File: src/rtl/irqc_pkg.sv
// Shared constants and types of the priority interrupt controller.
// Assumes a fixed set of eleven sources and a byte-wide register port.
package irqc_pkg;
    localparam int NSRC = 11;            // number of request sources
    localparam int NLVL = 4;             // number of priority levels
    localparam int LVLW = $clog2(NLVL);  // bits of one level
    localparam int IDXW = $clog2(NSRC);  // bits of a source index
    localparam int DW   = 8;             // register data width
    localparam int AW   = 3;             // register address width

    typedef logic [NSRC-1:0] src_vec_t;
    typedef logic [LVLW-1:0] lvl_t;
    typedef logic [LVLW:0]   depth_t;    // 0 = nothing in service, else level+1
    typedef logic [IDXW-1:0] idx_t;
    typedef logic [DW-1:0]   byte_t;
    typedef logic [AW-1:0]   addr_t;

    localparam addr_t A_MASK_A = 3'd0;
    localparam addr_t A_MASK_B = 3'd1;
    localparam addr_t A_MASK_C = 3'd2;
    localparam addr_t A_LLO_L  = 3'd3;
    localparam addr_t A_LLO_H  = 3'd4;
    localparam addr_t A_LHI_L  = 3'd5;
    localparam addr_t A_LHI_H  = 3'd6;

    // Width of the upper part of a level register (bits 10:8).
    localparam int HIW = NSRC - DW;
endpackage

File: src/rtl/irqc_cfg.sv
// Enable and priority registers of the interrupt controller.
// Holds three mask registers and two level registers split over byte addresses,
// and flags any write that touches them (protected write).
// Assumes a synchronous active-low reset and combinational read data.
module irqc_cfg
    import irqc_pkg::*;
(
    input  logic     clk,
    input  logic     rst_n,
    input  logic     we,
    input  addr_t    addr,
    input  byte_t    wdata,
    output byte_t    rdata,
    output logic     glob_en,
    output src_vec_t src_en,
    output src_vec_t lvl_lo,
    output src_vec_t lvl_hi,
    output logic     prot_wr
);
    localparam int NB = 5;      // sources served by mask B

    byte_t          mask_a_q;
    logic [NB-1:0]  mask_b_q;
    logic           mask_c_q;
    src_vec_t       llo_q;
    src_vec_t       lhi_q;

    // Register write port; bit 5 of mask A is not stored.
    always_ff @(posedge clk) begin
        if (!rst_n) begin
            mask_a_q <= '0;
            mask_b_q <= '0;
            mask_c_q <= 1'b0;
            llo_q    <= '0;
            lhi_q    <= '0;
        end else if (we) begin
            case (addr)
                A_MASK_A: mask_a_q <= wdata & 8'hDF;
                A_MASK_B: mask_b_q <= wdata[NB-1:0];
                A_MASK_C: mask_c_q <= wdata[0];
                A_LLO_L:  llo_q[DW-1:0]    <= wdata;
                A_LLO_H:  llo_q[NSRC-1:DW] <= wdata[HIW-1:0];
                A_LHI_L:  lhi_q[DW-1:0]    <= wdata;
                A_LHI_H:  lhi_q[NSRC-1:DW] <= wdata[HIW-1:0];
                default:  ;
            endcase
        end
    end

    // Read multiplexer; unimplemented bits read as zero.
    always_comb begin
        case (addr)
            A_MASK_A: rdata = mask_a_q;
            A_MASK_B: rdata = byte_t'(mask_b_q);
            A_MASK_C: rdata = byte_t'(mask_c_q);
            A_LLO_L:  rdata = llo_q[DW-1:0];
            A_LLO_H:  rdata = byte_t'(llo_q[NSRC-1:DW]);
            A_LHI_L:  rdata = lhi_q[DW-1:0];
            A_LHI_H:  rdata = byte_t'(lhi_q[NSRC-1:DW]);
            default:  rdata = '0;
        endcase
    end

    // Source enable vector in index order, plus the global gate.
    assign src_en  = {mask_c_q, mask_b_q, mask_a_q[4:0]};
    assign glob_en = mask_a_q[7];
    assign lvl_lo  = llo_q;
    assign lvl_hi  = lhi_q;
    assign prot_wr = we && (addr <= A_LHI_H);
endmodule

File: src/rtl/irqc_flags.sv
// Request flag capture. Each source is either edge type (set on a rising
// input, cleared by its acknowledge) or level type (a registered copy of
// the input), selected per bit by EDGE_MASK.
// Assumes clr is one-hot or zero.
module irqc_flags
    import irqc_pkg::*;
#(
    parameter src_vec_t EDGE_MASK = 11'b100_0000_1111
) (
    input  logic     clk,
    input  logic     rst_n,
    input  src_vec_t src_in,
    input  src_vec_t clr,
    output src_vec_t flag
);
    src_vec_t prev_q;
    src_vec_t flag_q;

    // Previous input sample for rising-edge detection.
    always_ff @(posedge clk) begin
        if (!rst_n) prev_q <= '0;
        else        prev_q <= src_in;
    end

    for (genvar i = 0; i < NSRC; i++) begin : g_src
        if (EDGE_MASK[i]) begin : g_edge
            // Edge flag: a new rising edge wins over a same-cycle clear.
            always_ff @(posedge clk) begin
                if (!rst_n) flag_q[i] <= 1'b0;
                else        flag_q[i] <= (src_in[i] && !prev_q[i]) || (flag_q[i] && !clr[i]);
            end

            p_edge_clear_r10: assert property (@(posedge clk) disable iff (!rst_n)
                (clr[i] && !(src_in[i] && !prev_q[i])) |=> !flag_q[i]);
        end else begin : g_level
            // Level flag: follows the sampled input.
            always_ff @(posedge clk) begin
                if (!rst_n) flag_q[i] <= 1'b0;
                else        flag_q[i] <= src_in[i];
            end
        end
    end

    assign flag = flag_q;
endmodule

File: src/rtl/irqc_arb.sv
// Priority resolution. Picks, among flagged and enabled sources, the one
// with the highest level and, on a tie, the lowest index, then registers it
// as the pending request (the poll stage).
module irqc_arb
    import irqc_pkg::*;
(
    input  logic     clk,
    input  logic     rst_n,
    input  src_vec_t flag,
    input  src_vec_t src_en,
    input  logic     glob_en,
    input  src_vec_t lvl_lo,
    input  src_vec_t lvl_hi,
    output logic     pend_v,
    output idx_t     pend_idx,
    output lvl_t     pend_lvl
);
    logic best_v;
    idx_t best_idx;
    lvl_t best_lvl;

    // Linear scan: strict compare keeps the lowest index among equal levels.
    always_comb begin
        best_v   = 1'b0;
        best_idx = '0;
        best_lvl = '0;
        for (int i = 0; i < NSRC; i++) begin
            if (glob_en && flag[i] && src_en[i] &&
                (!best_v || lvl_t'({lvl_hi[i], lvl_lo[i]}) > best_lvl)) begin
                best_v   = 1'b1;
                best_idx = idx_t'(i);
                best_lvl = lvl_t'({lvl_hi[i], lvl_lo[i]});
            end
        end
    end

    // Poll register holding the current winner.
    always_ff @(posedge clk) begin
        if (!rst_n) begin
            pend_v   <= 1'b0;
            pend_idx <= '0;
            pend_lvl <= '0;
        end else begin
            pend_v   <= best_v;
            pend_idx <= best_idx;
            pend_lvl <= best_lvl;
        end
    end
endmodule

File: src/rtl/irqc_isr.sv
// In-service level mask. An acknowledge sets the bit of its level; a
// return-from-interrupt clears the highest set bit. Also reports the
// current service depth as highest level + 1 (0 when idle).
// Assumes push and pop are never high together.
module irqc_isr
    import irqc_pkg::*;
(
    input  logic            clk,
    input  logic            rst_n,
    input  logic            push,
    input  lvl_t            push_lvl,
    input  logic            pop,
    output logic [NLVL-1:0] isr,
    output depth_t          cur_lvl
);
    logic [NLVL-1:0] isr_q;
    logic [NLVL-1:0] top_bit;

    // Locate the highest in-service level.
    always_comb begin
        cur_lvl = '0;
        top_bit = '0;
        for (int j = 0; j < NLVL; j++) begin
            if (isr_q[j]) begin
                cur_lvl = depth_t'(j + 1);
                top_bit = NLVL'(1) << j;
            end
        end
    end

    // Mask update on acknowledge and on return.
    always_ff @(posedge clk) begin
        if (!rst_n)    isr_q <= '0;
        else if (push) isr_q <= isr_q | (NLVL'(1) << push_lvl);
        else if (pop)  isr_q <= isr_q & ~top_bit;
    end

    assign isr = isr_q;

    p_push_new_r8: assert property (@(posedge clk) disable iff (!rst_n)
        push |=> (isr_q & ~$past(isr_q)) != '0);

    p_pop_one_r9: assert property (@(posedge clk) disable iff (!rst_n)
        (pop && !push && isr_q != '0) |=> $countones(isr_q) == $countones($past(isr_q)) - 1);
endmodule

File: src/rtl/prio_irq_ctrl.sv
// Top of the four-level priority interrupt controller.
// Maps the request lines to fixed source indices, chains flag capture,
// resolution and the in-service mask, and gates the force-call strobe by
// the core handshake: instruction completing, no RETI, no protected write
// in this or the previous cycle, and a level above the one in service.
module prio_irq_ctrl
    import irqc_pkg::*;
#(
    parameter src_vec_t EDGE_MASK = 11'b100_0000_1111
) (
    input  logic       clk,
    input  logic       rst_n,
    input  logic [6:0] ext_irq,
    input  logic [2:0] tmr_ovf,
    input  logic       ser_irq,
    input  logic       instr_done,
    input  logic       reti_exec,
    input  logic       cfg_we,
    input  logic [2:0] cfg_addr,
    input  logic [7:0] cfg_wdata,
    output logic [7:0] cfg_rdata,
    output logic       vec_req,
    output logic [3:0] vec_idx
);
    src_vec_t        src_in, flag, src_en, lvl_lo, lvl_hi, clr;
    logic            glob_en, prot_wr, prot_q;
    logic            pend_v;
    idx_t            pend_idx;
    lvl_t            pend_lvl;
    logic [NLVL-1:0] isr;
    depth_t          cur_lvl;
    logic            gate_ok;

    // Fixed source order: index decides ties.
    assign src_in = {tmr_ovf[2], ext_irq[6:2], ser_irq, tmr_ovf[1],
                     ext_irq[1], tmr_ovf[0], ext_irq[0]};

    irqc_cfg i_cfg (
        .clk     (clk),
        .rst_n   (rst_n),
        .we      (cfg_we),
        .addr    (cfg_addr),
        .wdata   (cfg_wdata),
        .rdata   (cfg_rdata),
        .glob_en (glob_en),
        .src_en  (src_en),
        .lvl_lo  (lvl_lo),
        .lvl_hi  (lvl_hi),
        .prot_wr (prot_wr)
    );

    irqc_flags #(.EDGE_MASK(EDGE_MASK)) i_flags (
        .clk    (clk),
        .rst_n  (rst_n),
        .src_in (src_in),
        .clr    (clr),
        .flag   (flag)
    );

    irqc_arb i_arb (
        .clk      (clk),
        .rst_n    (rst_n),
        .flag     (flag),
        .src_en   (src_en),
        .glob_en  (glob_en),
        .lvl_lo   (lvl_lo),
        .lvl_hi   (lvl_hi),
        .pend_v   (pend_v),
        .pend_idx (pend_idx),
        .pend_lvl (pend_lvl)
    );

    irqc_isr i_isr (
        .clk      (clk),
        .rst_n    (rst_n),
        .push     (vec_req),
        .push_lvl (pend_lvl),
        .pop      (reti_exec),
        .isr      (isr),
        .cur_lvl  (cur_lvl)
    );

    // Remember a protected write so the stale poll result is not used.
    always_ff @(posedge clk) begin
        if (!rst_n) prot_q <= 1'b0;
        else        prot_q <= prot_wr;
    end

    // Handshake and nesting gate for the force-call strobe.
    always_comb begin
        gate_ok = instr_done && !reti_exec && !prot_wr && !prot_q &&
                  (({1'b0, pend_lvl} + depth_t'(1)) > cur_lvl);
        vec_req = pend_v && gate_ok;
        vec_idx = pend_idx;
        clr     = vec_req ? (src_vec_t'(1) << pend_idx) : '0;
    end

    p_req_global_r5: assert property (@(posedge clk) disable iff (!rst_n)
        vec_req |-> glob_en);

    p_holdoff_r6: assert property (@(posedge clk) disable iff (!rst_n)
        prot_wr |=> !vec_req);

    p_level_known_r8: assert property (@(posedge clk) disable iff (!rst_n)
        vec_req |-> !isr[pend_lvl]);
endmodule

File: config.mk
export PLATFORM = sky130hd
export DESIGN_NAME = prio_irq_ctrl
export DESIGN_NICKNAME = d
export VERILOG_FILES = /design/src/rtl/irqc_pkg.sv /design/src/rtl/irqc_cfg.sv /design/src/rtl/irqc_flags.sv /design/src/rtl/irqc_arb.sv /design/src/rtl/irqc_isr.sv /design/src/rtl/prio_irq_ctrl.sv
export SDC_FILE = /design/constraint.sdc
export NUM_CORES = 1
export LEC_CHECK = 0
export BUFFER_PORTS_ARGS = -buffer_cell sky130_fd_sc_hd__buf_2
export CORE_MARGIN = 1
export CORE_UTILIZATION = 40
export DETAILED_ROUTE_END_ITERATION = 8
export PLACE_DENSITY_LB_ADDON = 0.2
export SETUP_SLACK_MARGIN = 0.15
export SLEW_MARGIN = 15
export SYNTH_ARGS = -nofsm -noshare
export SYNTH_HDL_FRONTEND = slang
export SYNTH_SLANG_ARGS = --single-unit
File: constraint.sdc
create_clock -name clk -period 11.55 [get_ports clk]
set_input_delay 1.155 -clock clk [delete_from_list [all_inputs] [get_ports clk]]
set_output_delay 1.155 -clock clk [all_outputs]
set_load 0.1 [all_outputs]
==> flow_summary.toml <==
[timing]
max_freq_mhz = 90.4
rsz0062_at_grt = "true"
slew_headroom_pct = 37.2
hold_violations = 0
clock_skew_ps = 9.88
tightest_slew_ps = 934
layout_min_cycle_time_ps = 11070
setup_viol = 0
slew_violations = 0
period_share_pct = 95.8

[job]
drv_cap = 0

[clock_tree]
h-tree-depth = 3
clock-sinks = 63
clockBufferDepth = 2
worst_skew_pair.late_latency_ps = 360
cts_inserted_buffers = 9
cts.clk_slew.worst_paths_ps = 80
root_buffer = "clkbuf_8"
cts_tree = "done"

[worst_setup_path]
reg2reg_to = "i_arb.pend_idx[1]$_SDFF_PN0_"
crit_fanout = 6
slowest_delay_ps = 360
reg2reg_depth = 58
arrival_ps = 11360
end_kind = "flop"
slowest_stage = "mux2_4"
critPathLaunch = "i_cfg.mask_a_q[0]$_SDFFE_PN0P_"
r2r-start = "i_cfg.mask_a_q[0]$_SDFFE_PN0P_"
required_ps = 11840
crit_type = "reg -> reg"
r2r_slack_ps = 480
start_kind = "flop"
critPathMostFrequentCell = "ha_4"

[layout]
fin_nets = 574
stdcell_count = 634
post-route-util_pct = 53.2
drive_gt1_share_pct = 28.9
seqCellArea_um2 = 1260
syn2layout_area_growth_pct = 28.8
fillerInstances = 842
num_antenna_cells = 0
multi_input_area_um2 = 2510

[floorplanning]
rows = 34
die-area_um2 = 9400
die_y_um = 96.9
die_w_um = 96.9
coreArea_um2 = 8720
start_util_pct = 41.3
io_pins = 40

[power]
p_per_area_nw_per_um2 = 97.1
vdd_drop_max_v = 0.0000836
p_leak_uw = 0.00193

[worst_hold_path]
min_path_type = "reg -> reg"
holdPathEnd = "i_cfg.mask_a_q[6]$_SDFFE_PN0P_"
min_delay_path_depth = 2
min_from = "i_cfg.mask_a_q[6]$_SDFFE_PN0P_"

[logic_synthesis]
synth_nets = 505
syn_avg_cell_area_um2 = 7.98
ys_seq_elements = 63
syn_area_um2 = 3610
synthFlopType = "dfxtp_1"
synth_cells = 452
async_reset_ff_share_pct = 0
ys_seq_area_share_pct = 35.0
synth_warnings = 0
synth-edff-count = 0
yosys.cell_types.count = 55

[drt]
viasPerCell = 5.55
drt_iter0_markers = 328
avgRoutedWirePerCell_um = 16.5
vias = 3516
finalWirelength_um = 10500
antenna_left = 0
drc = 0
firstDrtPassIters = 5

[grt]
grt_pass1_wl_um = 16500
grt_pass1_vias = 3307
track_usage_pct = 22.5
antenna_found_initial = 0
grt_max_degree = 48
gr-total-overflow = 0

[placed_design]
place_congestion = 0.886
port_buffers = 39
place_inst = 598
dp_hpwl_um = 7270

[run_status]
status = "finished, final reports clean"
[per-stage QoR]
stage	TNS (ps)	cell area, um^2	hold slack, ps	worst slack [ps]	total power (uW)
4_1_cts	0	4290	463	199	451
6_report	0	4640	461	482	451
3_5_place_dp	-321	4000	452	-203	272
5_1_grt	-391	4640	516	-94.9	471
3_3_place_gp	0	4000	444	108	272
2_1_floorplan	0	3620	436	198	257
[worst max-delay path: cells and delay by family, from the launching register on]
kind,cells,cell delay [ps]
AOI/OAI and AO/OA,19,3050
adders and majority gates,11,3050
and+or+nand+nor,19,2300
muxes,6,1880
DFF,1,320
buffers and inverters,3,400
[per-layer routing]
metal / up-vias / share of wire, % / wire (um) / track usage, %
li1: 1718 / - / - / -
met1: 1670 / 46 / 4790 / 29.9
met2: 109 / 47 / 4910 / 34.7
met3: 19 / 5.1 / 534 / 4.55
met4: 0 / 2.3 / 240 / 10.6
met5: - / 0 / 0 / 0
[worst max-delay path by stage]
stage,endpoint,slack (ps),depth (start not counted)
final,i_arb.pend_idx[1]$_SDFF_PN0_,480,58
after global routing,i_arb.pend_lvl[0]$_SDFF_PN0_,-90,58
after CTS,i_arb.pend_idx[2]$_SDFF_PP0_,200,57
after detailed placement,i_arb.pend_idx[2]$_SDFF_PP0_,-200,57
after global placement,i_arb.pend_idx[2]$_SDFF_PP0_,110,57
after floorplan,i_arb.pend_idx[2]$_SDFF_PP0_,200,59
[power by group]
group | internal [uW] | leakage [uW] | switching, uW | total [uW]
Sequential | 223 | 0.000515 | 5.15 | 228
Combinational | 15.6 | 0.00133 | 27.6 | 43.2
Clock | 79.8 | 0.0000824 | 99.4 | 179
[placed cells by master (no fill, tap or decap), types with 3 or more instances in the layout]
cell	n
nor2b_4	6
a21o_1	3
nor2_1	24
nand2_1	83
a211oi_1	4
ha_4	7
o21ai_0	15
nand3_1	5
nand2b_1	10
o211ai_1	3
mux2_4	4
and2_1	18
a31oi_1	3
nor2b_1	7
dfxtp_1	60
buf_2	39
and3_1	5
dfxtp_2	3
buf_4	35
o21ai_2	4
nand2_2	4
o21ai_1	5
a21oi_2	4
mux2i_1	15
inv_1	22
a21oi_1	43
nand3b_1	3
ha_1	19
a22oi_1	7
o21a_1	3
clkbuf_8	9
clkinvlp_4	3
[timing repair]
item	in CTS	in global routing
resized for setup	18	50
setup buffers	5	15
pin swaps	8	33
endpoints found under the setup margin	6	6
hold buffers	0	0
[cells by family (layout without fill, tap and decap cells)]
family	Yosys count	in the layout	share of synthesized area, %
buf+inv	40	114	4.20
fa+ha+maj	27	27	9.33
simple gates	182	182	24.0
mux	22	22	6.84
flops	63	63	35.0
compound gates	118	118	20.7
[registers in the layout, summed over array words and instances (netlist names)]
register / count
i_arb.pend_idx: 4
i_cfg.mask_b_q: 5
i_cfg.lvl_lo: 11
i_isr.isr: 4
i_cfg.mask_c_q: 1
i_arb.pend_v: 1
i_flags.flag: 5
prot_q: 1
i_cfg.lvl_hi: 11
i_flags.prev_q: 11
i_arb.pend_lvl: 2
i_cfg.mask_a_q: 7
[final cells by class]
class                      count  area share (%)
clock buffer                   9            2.67
clock inverter                 7            1.24
inverter                      23            1.86
multi-input combinational    349            54.0
sequential                    63            27.2
tap                          108            2.91
timing repair buffer          75            10.1
[synthesized netlist by cell type (all sizes together), types with 2 or more instances]
master / instances / share of area [%]
mux2: 5 / 1.8
dfxtp: 63 / 35
or2: 3 / 0.52
o21ai: 25 / 3.5
a22oi: 8 / 1.7
buf: 2 / 0.24
nand3: 7 / 1.1
a2bb2oi: 2 / 0.49
and2: 19 / 3.3
nor2b: 13 / 2.3
a211oi: 5 / 1.0
and3: 6 / 1.0
o31ai: 3 / 0.62
o211ai: 4 / 0.97
ha: 26 / 9.0
nand2b: 10 / 1.7
a31oi: 4 / 0.87
mux2i: 16 / 4.4
nand3b: 3 / 0.62
o41ai: 2 / 0.49
clkbuf: 15 / 1.6
a21oi: 47 / 6.6
or3b: 2 / 0.49
o21a: 4 / 0.83
nand4: 2 / 0.35
nor2: 25 / 2.6
o221ai: 3 / 0.90
a21o: 3 / 0.62
nand2: 88 / 9.2
inv: 23 / 2.4
Power figures use the tool's default switching activity.
